**src/rtl/flag_sync_pkg.sv**
```systemverilog
// Shared sizes and the request encoding for the flag hub.
// Assumes: flag count is a power of two so indices use every code.
package flag_sync_pkg;
    localparam int FLAG_COUNT   = 8;
    localparam int ENGINE_COUNT = 4;
    localparam int IRQ_SOURCES  = 4;
    localparam int IRQ_LINES    = 2;

    typedef enum logic {
        OP_CLEAR = 1'b0,
        OP_SET   = 1'b1
    } flag_op_e;
endpackage

```
**src/rtl/flag_req_decode.sv**
```systemverilog
// Turns per-engine indexed requests into one set mask and one clear mask.
// Assumes: an invalid request contributes nothing regardless of its fields.
module flag_req_decode
    import flag_sync_pkg::*;
#(
    parameter int NUM_ENG   = ENGINE_COUNT,
    parameter int NUM_FLAGS = FLAG_COUNT,
    localparam int IDX_W    = $clog2(NUM_FLAGS)
) (
    input  logic [NUM_ENG-1:0]       req_valid,
    input  logic [NUM_ENG-1:0]       req_op,
    input  logic [NUM_ENG*IDX_W-1:0] req_idx,
    output logic [NUM_FLAGS-1:0]     set_mask,
    output logic [NUM_FLAGS-1:0]     clr_mask
);
    logic [NUM_FLAGS-1:0] eng_set [NUM_ENG];
    logic [NUM_FLAGS-1:0] eng_clr [NUM_ENG];

    for (genvar e = 0; e < NUM_ENG; e++) begin : g_eng
        logic [IDX_W-1:0] idx;
        assign idx = req_idx[e*IDX_W +: IDX_W];
        // Purpose: one-hot decode of this engine's target flag by operation.
        always_comb begin
            eng_set[e] = '0;
            eng_clr[e] = '0;
            if (req_valid[e]) begin
                if (flag_op_e'(req_op[e]) == OP_SET) eng_set[e][idx] = 1'b1;
                else                                 eng_clr[e][idx] = 1'b1;
            end
        end
    end

    // Purpose: merge all engines into combined masks.
    always_comb begin
        set_mask = '0;
        clr_mask = '0;
        for (int e = 0; e < NUM_ENG; e++) begin
            set_mask = set_mask | eng_set[e];
            clr_mask = clr_mask | eng_clr[e];
        end
    end
endmodule

```
**src/rtl/flag_state_reg.sv**
```systemverilog
// Holds the flag bank and resolves colliding writes per bit.
// Priority per flag: engine set, engine clear, host set, host clear, hold.
// Assumes: host masks are already gated by their write strobes.
module flag_state_reg
    import flag_sync_pkg::*;
#(
    parameter int NUM_FLAGS = FLAG_COUNT
) (
    input  logic                 clk,
    input  logic                 rst_n,
    input  logic [NUM_FLAGS-1:0] eng_set,
    input  logic [NUM_FLAGS-1:0] eng_clr,
    input  logic [NUM_FLAGS-1:0] host_set,
    input  logic [NUM_FLAGS-1:0] host_clr,
    output logic [NUM_FLAGS-1:0] flags_q
);
    for (genvar f = 0; f < NUM_FLAGS; f++) begin : g_flag
        logic nxt;
        // Purpose: pick this flag's next value by fixed priority.
        always_comb begin
            if (eng_set[f])       nxt = 1'b1;
            else if (eng_clr[f])  nxt = 1'b0;
            else if (host_set[f]) nxt = 1'b1;
            else if (host_clr[f]) nxt = 1'b0;
            else                  nxt = flags_q[f];
        end
        // Purpose: store the flag, cleared by reset.
        always_ff @(posedge clk) begin
            if (!rst_n) flags_q[f] <= 1'b0;
            else        flags_q[f] <= nxt;
        end
    end
endmodule

```
**src/rtl/flag_wait_eval.sv**
```systemverilog
// Answers each engine's wait query from the registered flag bank.
// Assumes: the flag input is a register output, so answers lag writes by one cycle.
module flag_wait_eval
    import flag_sync_pkg::*;
#(
    parameter int NUM_ENG   = ENGINE_COUNT,
    parameter int NUM_FLAGS = FLAG_COUNT,
    localparam int IDX_W    = $clog2(NUM_FLAGS)
) (
    input  logic [NUM_FLAGS-1:0]     flags,
    input  logic [NUM_ENG*IDX_W-1:0] wait_idx,
    input  logic [NUM_ENG-1:0]       wait_level,
    output logic [NUM_ENG-1:0]       wait_met
);
    for (genvar e = 0; e < NUM_ENG; e++) begin : g_eng
        // Purpose: compare the selected flag against the awaited level.
        always_comb begin
            wait_met[e] = (flags[wait_idx[e*IDX_W +: IDX_W]] == wait_level[e]);
        end
    end
endmodule

```
**src/rtl/irq_line_gen.sv**
```systemverilog
// Per interrupt line: an enable mask register and a registered masked OR.
// Assumes: only the low IRQ_SRC flags are offered as interrupt sources.
module irq_line_gen
    import flag_sync_pkg::*;
#(
    parameter int IRQ_SRC = IRQ_SOURCES,
    parameter int LINES   = IRQ_LINES
) (
    input  logic                     clk,
    input  logic                     rst_n,
    input  logic [IRQ_SRC-1:0]       src,
    input  logic [LINES-1:0]         en_wr,
    input  logic [LINES*IRQ_SRC-1:0] en_data,
    output logic [LINES-1:0]         irq
);
    for (genvar l = 0; l < LINES; l++) begin : g_line
        logic [IRQ_SRC-1:0] en_q;
        // Purpose: load this line's enable mask on its strobe.
        always_ff @(posedge clk) begin
            if (!rst_n)       en_q <= '0;
            else if (en_wr[l]) en_q <= en_data[l*IRQ_SRC +: IRQ_SRC];
        end
        // Purpose: register the masked OR of the interrupt sources.
        always_ff @(posedge clk) begin
            if (!rst_n) irq[l] <= 1'b0;
            else        irq[l] <= |(src & en_q);
        end
    end
endmodule

```
**src/rtl/flag_sync_hub.sv**
```systemverilog
// Top: shared flag bank written by engines and host, with wait queries
// and masked interrupt lines driven from the low flags.
// Assumes: all inputs are synchronous to clk.
module flag_sync_hub
    import flag_sync_pkg::*;
#(
    parameter int NUM_ENG   = ENGINE_COUNT,
    parameter int NUM_FLAGS = FLAG_COUNT,
    parameter int IRQ_SRC   = IRQ_SOURCES,
    parameter int LINES     = IRQ_LINES,
    localparam int IDX_W    = $clog2(NUM_FLAGS)
) (
    input  logic                     clk,
    input  logic                     rst_n,
    input  logic [NUM_ENG-1:0]       eng_req_valid,
    input  logic [NUM_ENG-1:0]       eng_req_op,
    input  logic [NUM_ENG*IDX_W-1:0] eng_req_idx,
    input  logic [NUM_ENG*IDX_W-1:0] wait_idx,
    input  logic [NUM_ENG-1:0]       wait_level,
    output logic [NUM_ENG-1:0]       wait_met,
    input  logic                     host_set_wr,
    input  logic [NUM_FLAGS-1:0]     host_set_data,
    input  logic                     host_clr_wr,
    input  logic [NUM_FLAGS-1:0]     host_clr_data,
    input  logic [LINES-1:0]         irq_en_wr,
    input  logic [LINES*IRQ_SRC-1:0] irq_en_data,
    output logic [NUM_FLAGS-1:0]     flags_out,
    output logic [LINES-1:0]         irq_out
);
    logic [NUM_FLAGS-1:0] eng_set, eng_clr, host_set, host_clr, flags_q;

    // Purpose: gate host masks with their strobes.
    always_comb begin
        host_set = host_set_wr ? host_set_data : '0;
        host_clr = host_clr_wr ? host_clr_data : '0;
    end

    flag_req_decode #(.NUM_ENG(NUM_ENG), .NUM_FLAGS(NUM_FLAGS)) u_decode (
        .req_valid (eng_req_valid),
        .req_op    (eng_req_op),
        .req_idx   (eng_req_idx),
        .set_mask  (eng_set),
        .clr_mask  (eng_clr)
    );

    flag_state_reg #(.NUM_FLAGS(NUM_FLAGS)) u_state (
        .clk      (clk),
        .rst_n    (rst_n),
        .eng_set  (eng_set),
        .eng_clr  (eng_clr),
        .host_set (host_set),
        .host_clr (host_clr),
        .flags_q  (flags_q)
    );

    flag_wait_eval #(.NUM_ENG(NUM_ENG), .NUM_FLAGS(NUM_FLAGS)) u_wait (
        .flags      (flags_q),
        .wait_idx   (wait_idx),
        .wait_level (wait_level),
        .wait_met   (wait_met)
    );

    irq_line_gen #(.IRQ_SRC(IRQ_SRC), .LINES(LINES)) u_irq (
        .clk     (clk),
        .rst_n   (rst_n),
        .src     (flags_q[IRQ_SRC-1:0]),
        .en_wr   (irq_en_wr),
        .en_data (irq_en_data),
        .irq     (irq_out)
    );

    assign flags_out = flags_q;
endmodule

```
**config.mk**
```make
export PLATFORM = sky130hd
export DESIGN_NAME = flag_sync_hub
export DESIGN_NICKNAME = d
export VERILOG_FILES = /design/src/rtl/flag_sync_pkg.sv /design/src/rtl/flag_req_decode.sv /design/src/rtl/flag_state_reg.sv /design/src/rtl/flag_wait_eval.sv /design/src/rtl/irq_line_gen.sv /design/src/rtl/flag_sync_hub.sv
export SDC_FILE = /design/constraint.sdc
export NUM_CORES = 1
export LEC_CHECK = 0
export BUFFER_PORTS_ARGS = -buffer_cell sky130_fd_sc_hd__buf_2
export CORE_UTILIZATION = 30
export CTS_CLUSTER_SIZE = 24
export DETAILED_ROUTE_END_ITERATION = 8
export MAX_ROUTING_LAYER = met4
export PLACE_DENSITY = 0.62
export REMOVE_ABC_BUFFERS = 1
export SKIP_LAST_GASP = 1
export SYNTH_ARGS = -nofsm -noshare
export SYNTH_HDL_FRONTEND = slang
export SYNTH_SLANG_ARGS = --single-unit
```
**constraint.sdc**
```tcl
create_clock -name clk -period 1.4 [get_ports clk]
set_input_delay 0.14 -clock clk [delete_from_list [all_inputs] [get_ports clk]]
set_output_delay 0.14 -clock clk [all_outputs]
set_load 0.1 [all_outputs]
```
==> metrics list <==
- A synthesized cell averages a little under 9 sq um.
- Summing every instance area after synthesis gives 1430 sq um.
- Worst path cell trace: mux4_2 -> mux2i_1 -> xor2_1 -> buf_12
* Worst Hold Margin: 0.121 ns
- Aggregate global routing overflow: 0
- For the pin with the worst max-slew slack, the measured transition is 0.488 ns.
- Failing checks: design-rule violations, negative setup slack
* Detailed placer's ending HPWL: 4020 microns
* Largest driver fanout on the critical path: 6
- The worst register-to-register path ends at u_state.flags_q[0]$_SDFFE_PN0P_.
- Total clock buffers created by CTS: 3
- The floorplan has 24 rows.
* Post-synth cell types: 27
- Clock Pin Slew Worst Setup and Hold Paths: 0.07 ns
- Number of hold-repair buffers added at the cts stage: 0
- The number of global-route vias before repair was 1606.
- Hold path start: irq_en_data[1]
- The initial antenna violation count came to 0.
- The critical path starts at u_state.flags_q[7]$_SDFFE_PN0P_.
* Classification of the worst-slack hold path: input port to register
- For this block, the initial DRC count from the detailed router was 102.
- Via count: 1700
- Cells with a size suffix above 1 make up between 40% and 50% of the layout.
- Max-capacitance violation count: 0
* Fraction of the yosys area taken by sequential cells: 25.2%
- Once the floorplan was initialized, standard cells occupied around 32% of the core.
- Dividing the detail-routed wire length by the instance count gives 15.9 microns.
- Final hold violation count: 0
- The number of cells on the worst reg-to-reg path is 4.
- Final critical-path share of the clock period: 134%
- Along the worst hold path, the cell count comes to 3.
- Synth Instances: 160
* Number of primary I/O pins: 80
- Flop2flop setup slack: 0.08 ns
- Required time at the worst-slack endpoint: 1.26 ns
- Maximum ir drop on the vdd rail: 520 uV
- Endpoint arrival time on the critical path: 1.73 ns
* Commonest cells after routing, fill and taps aside: 71 x sky130_fd_sc_hd__buf_2, 18 x sky130_fd_sc_hd__o22ai_1, 18 x sky130_fd_sc_hd__buf_4
- Setup repair after global routing could not meet its margin everywhere.
- In this run the tool buffered the top-level ports with about 80 buffer cells.
- For this run, the detailed router's first-pass iteration total came to 7.
- After detailed routing, the total wire length is 4880 microns.
* Clock period minus final worst setup slack: roughly 1.9 ns
* Worst-case setup margin in the final layout: -0.470 ns
- In this run, synthesis produced a sequential element count of 18.
- The worst setup path is launched from a register.
- H-tree Lvls: 1
- The worst pin sits at a relative slew slack of 67.7%.
- Timing analysis after detailed placement gives a worst setup slack of -0.238 ns.
- Area Overhead vs Synth: 53.1%
* Final slew viol count: 0
- After detailed routing, the number of remaining DRC violations is 9.
- End of the worst hold path: u_irq.g_line[0].en_q[1]$_SDFFE_PN0P_
- Std-Cell Core Area: 4470 sq um
- Entering global routing, the biggest net connects 11 pins.
- In this run the power density over the cells is 924 nW/um^2.
- Global routing used 19.9% of the available tracks.
* Post-CTS setup repair buffer count: 0
- F_max: 0.535 GHz
* CP endpoint kind: primary output
- GPL Wtd Cong: between 0.9 and 1
- During synthesis, Yosys emitted a total of 0 warnings.
- Vias per cell: 5.54
- Worst clock skew on the final layout: roughly 0.0035 ns
* CTS Root Buffer Type: sky130_fd_sc_hd__clkbuf_8
- Crit path max-delay cell type: sky130_fd_sc_hd__mux4_2
- In this design, the stage delay of the slowest critical-path cell is 0.47 ns.
* Run status: complete, but fails checks
- Number of buffers on the longest clock path: 2
* Die Ht: 71.1 microns
- Number of diodes: 0
- At the later pin of the worst-skew pair, clock insertion delay measures roughly 0.25 ns.
- At the end of the flow, the number of nets in the layout was approximately 320.
* Critical Setup Path Class: register to primary output
- Total Die Area: 5060 sq um
- TritonCTS Sinks: 18
* Antenna-violating nets left: 0
* # setup viols final: 4
- The analysis attributes to cell leakage a power of 0.947 nW.
- Chip width: 71.1 microns
* CTS tree: yes
- Global-route wire length before repair: approximately 7700 microns
- Start of the worst register-to-register path: u_state.flags_q[0]$_SDFFE_PN0P_
* Most common cell after layout, fill and taps aside: sky130_fd_sc_hd__buf_2
==> report_power, final <==
| group | switching (mW) | internal, mW |
|---|---|---|
| Combinational | 0.614 | 0.402 |
| Clock | 0.166 | 0.249 |
| Sequential | 0.0393 | 0.556 |
==> worst max-delay path by stage <==
| stage | endpoint | slack, ns | cells past startpoint |
|---|---|---|---|
| floorplan | wait_met[0] | -1.67 | 3 |
| global placement | wait_met[0] | -0.20 | 4 |
| detailed placement | wait_met[1] | -0.24 | 4 |
| CTS | wait_met[2] | -0.49 | 4 |
| global route | wait_met[2] | -0.54 | 4 |
| finish | wait_met[2] | -0.47 | 4 |
==> flip-flops by register name, indices dropped and copies added, names as in the netlist <==
register and flops:
u_state.flags_q 8, u_irq.irq 2, u_irq.g_line.en_q 8
==> per-stage QoR <==
| step | TNS (ns) | area [sq um] | cells | util [%] | total power [mW] |
|---|---|---|---|---|---|
| 5_1_grt | -2.15 | 2190 | 307 | 49.0 | 2.12 |
| 6_report | -1.85 | 2190 | 307 | 49.0 | 2.03 |
| 2_1_floorplan | -8.12 | 1410 | 154 | - | 1.18 |
| 3_3_place_gp | -0.721 | 2130 | 303 | 47.5 | 1.61 |
| 3_5_place_dp | -0.893 | 2130 | 303 | 47.5 | 1.61 |
| 4_1_cts | -1.92 | 2190 | 307 | 48.9 | 2.03 |
==> metal layers <==
layer | routed length (microns) | vias to the layer above | share of wire (%) | GRT usage (%)
met4 | 8 | 0 | 0.16 | 4.22
met5 | 0 | - | 0 | -
met1 | 2300 | 758 | 47 | 27.9
li1 | - | 843 | - | -
met3 | 466 | 2 | 9.6 | 5.41
met2 | 2100 | 97 | 43 | 28.7
==> repair_timing <==
action                                  in CTS  in global routing
endpoints found under the setup margin       5                  4
resized for setup                            7                  1
pin swaps                                    4                  2
==> cell families after synthesis <==
group,count (synthesis),share of synthesized area (%)
multiplexers,20,21.0
AND/OR/NAND/NOR,57,22.0
flip-flops,18,25.2
XOR/XNOR,4,2.45
AO/OA/AOI/OAI,54,27.6
buffers and inverters,7,1.83
==> area by class of cell <==
| class | instances | area (sq um) |
|---|---|---|
| Clock buffer | 4 | 55.1 |
| Fill cell | 431 | 2280 |
| Timing Repair Buffer | 97 | 651 |
| Inverter | 1 | 3.75 |
| Sequential cell | 18 | 369 |
| Multi-Input combinational cell | 135 | 1050 |
| Tap cell | 52 | 65.1 |
==> critical path, delay by kind of cell (launching register included) <==
kind	cells	cell delay (ns)
XOR/XNOR	1	0.26
buffers and inverters	1	0.21
multiplexers	2	0.65
flip-flops	1	0.34
==> synthesized netlist by cell type (all sizes together) <==
cell type,count,area (sq um)
or2,1,6.26
nor4,2,12.5
nor3,9,45.0
nor2,9,33.8
o31a,5,43.8
a22o,3,26.3
mux4,8,180
dfxtp,18,360
clkbuf,6,22.5
a22oi,9,67.6
nand2b,8,50.1
xor2,4,35.0
or3b,4,42.5
nand2,12,45.0
o221ai,4,35.0
o41ai,1,8.76
o32ai,5,43.8
nand3b,8,60.1
inv,1,3.75
o21ai,4,20.0
o22ai,19,125
o31ai,2,15.0
mux2i,12,120
a21oi,2,10.0
nand3,4,20.0
No activity file was read; power rests on OpenSTA's default activity.
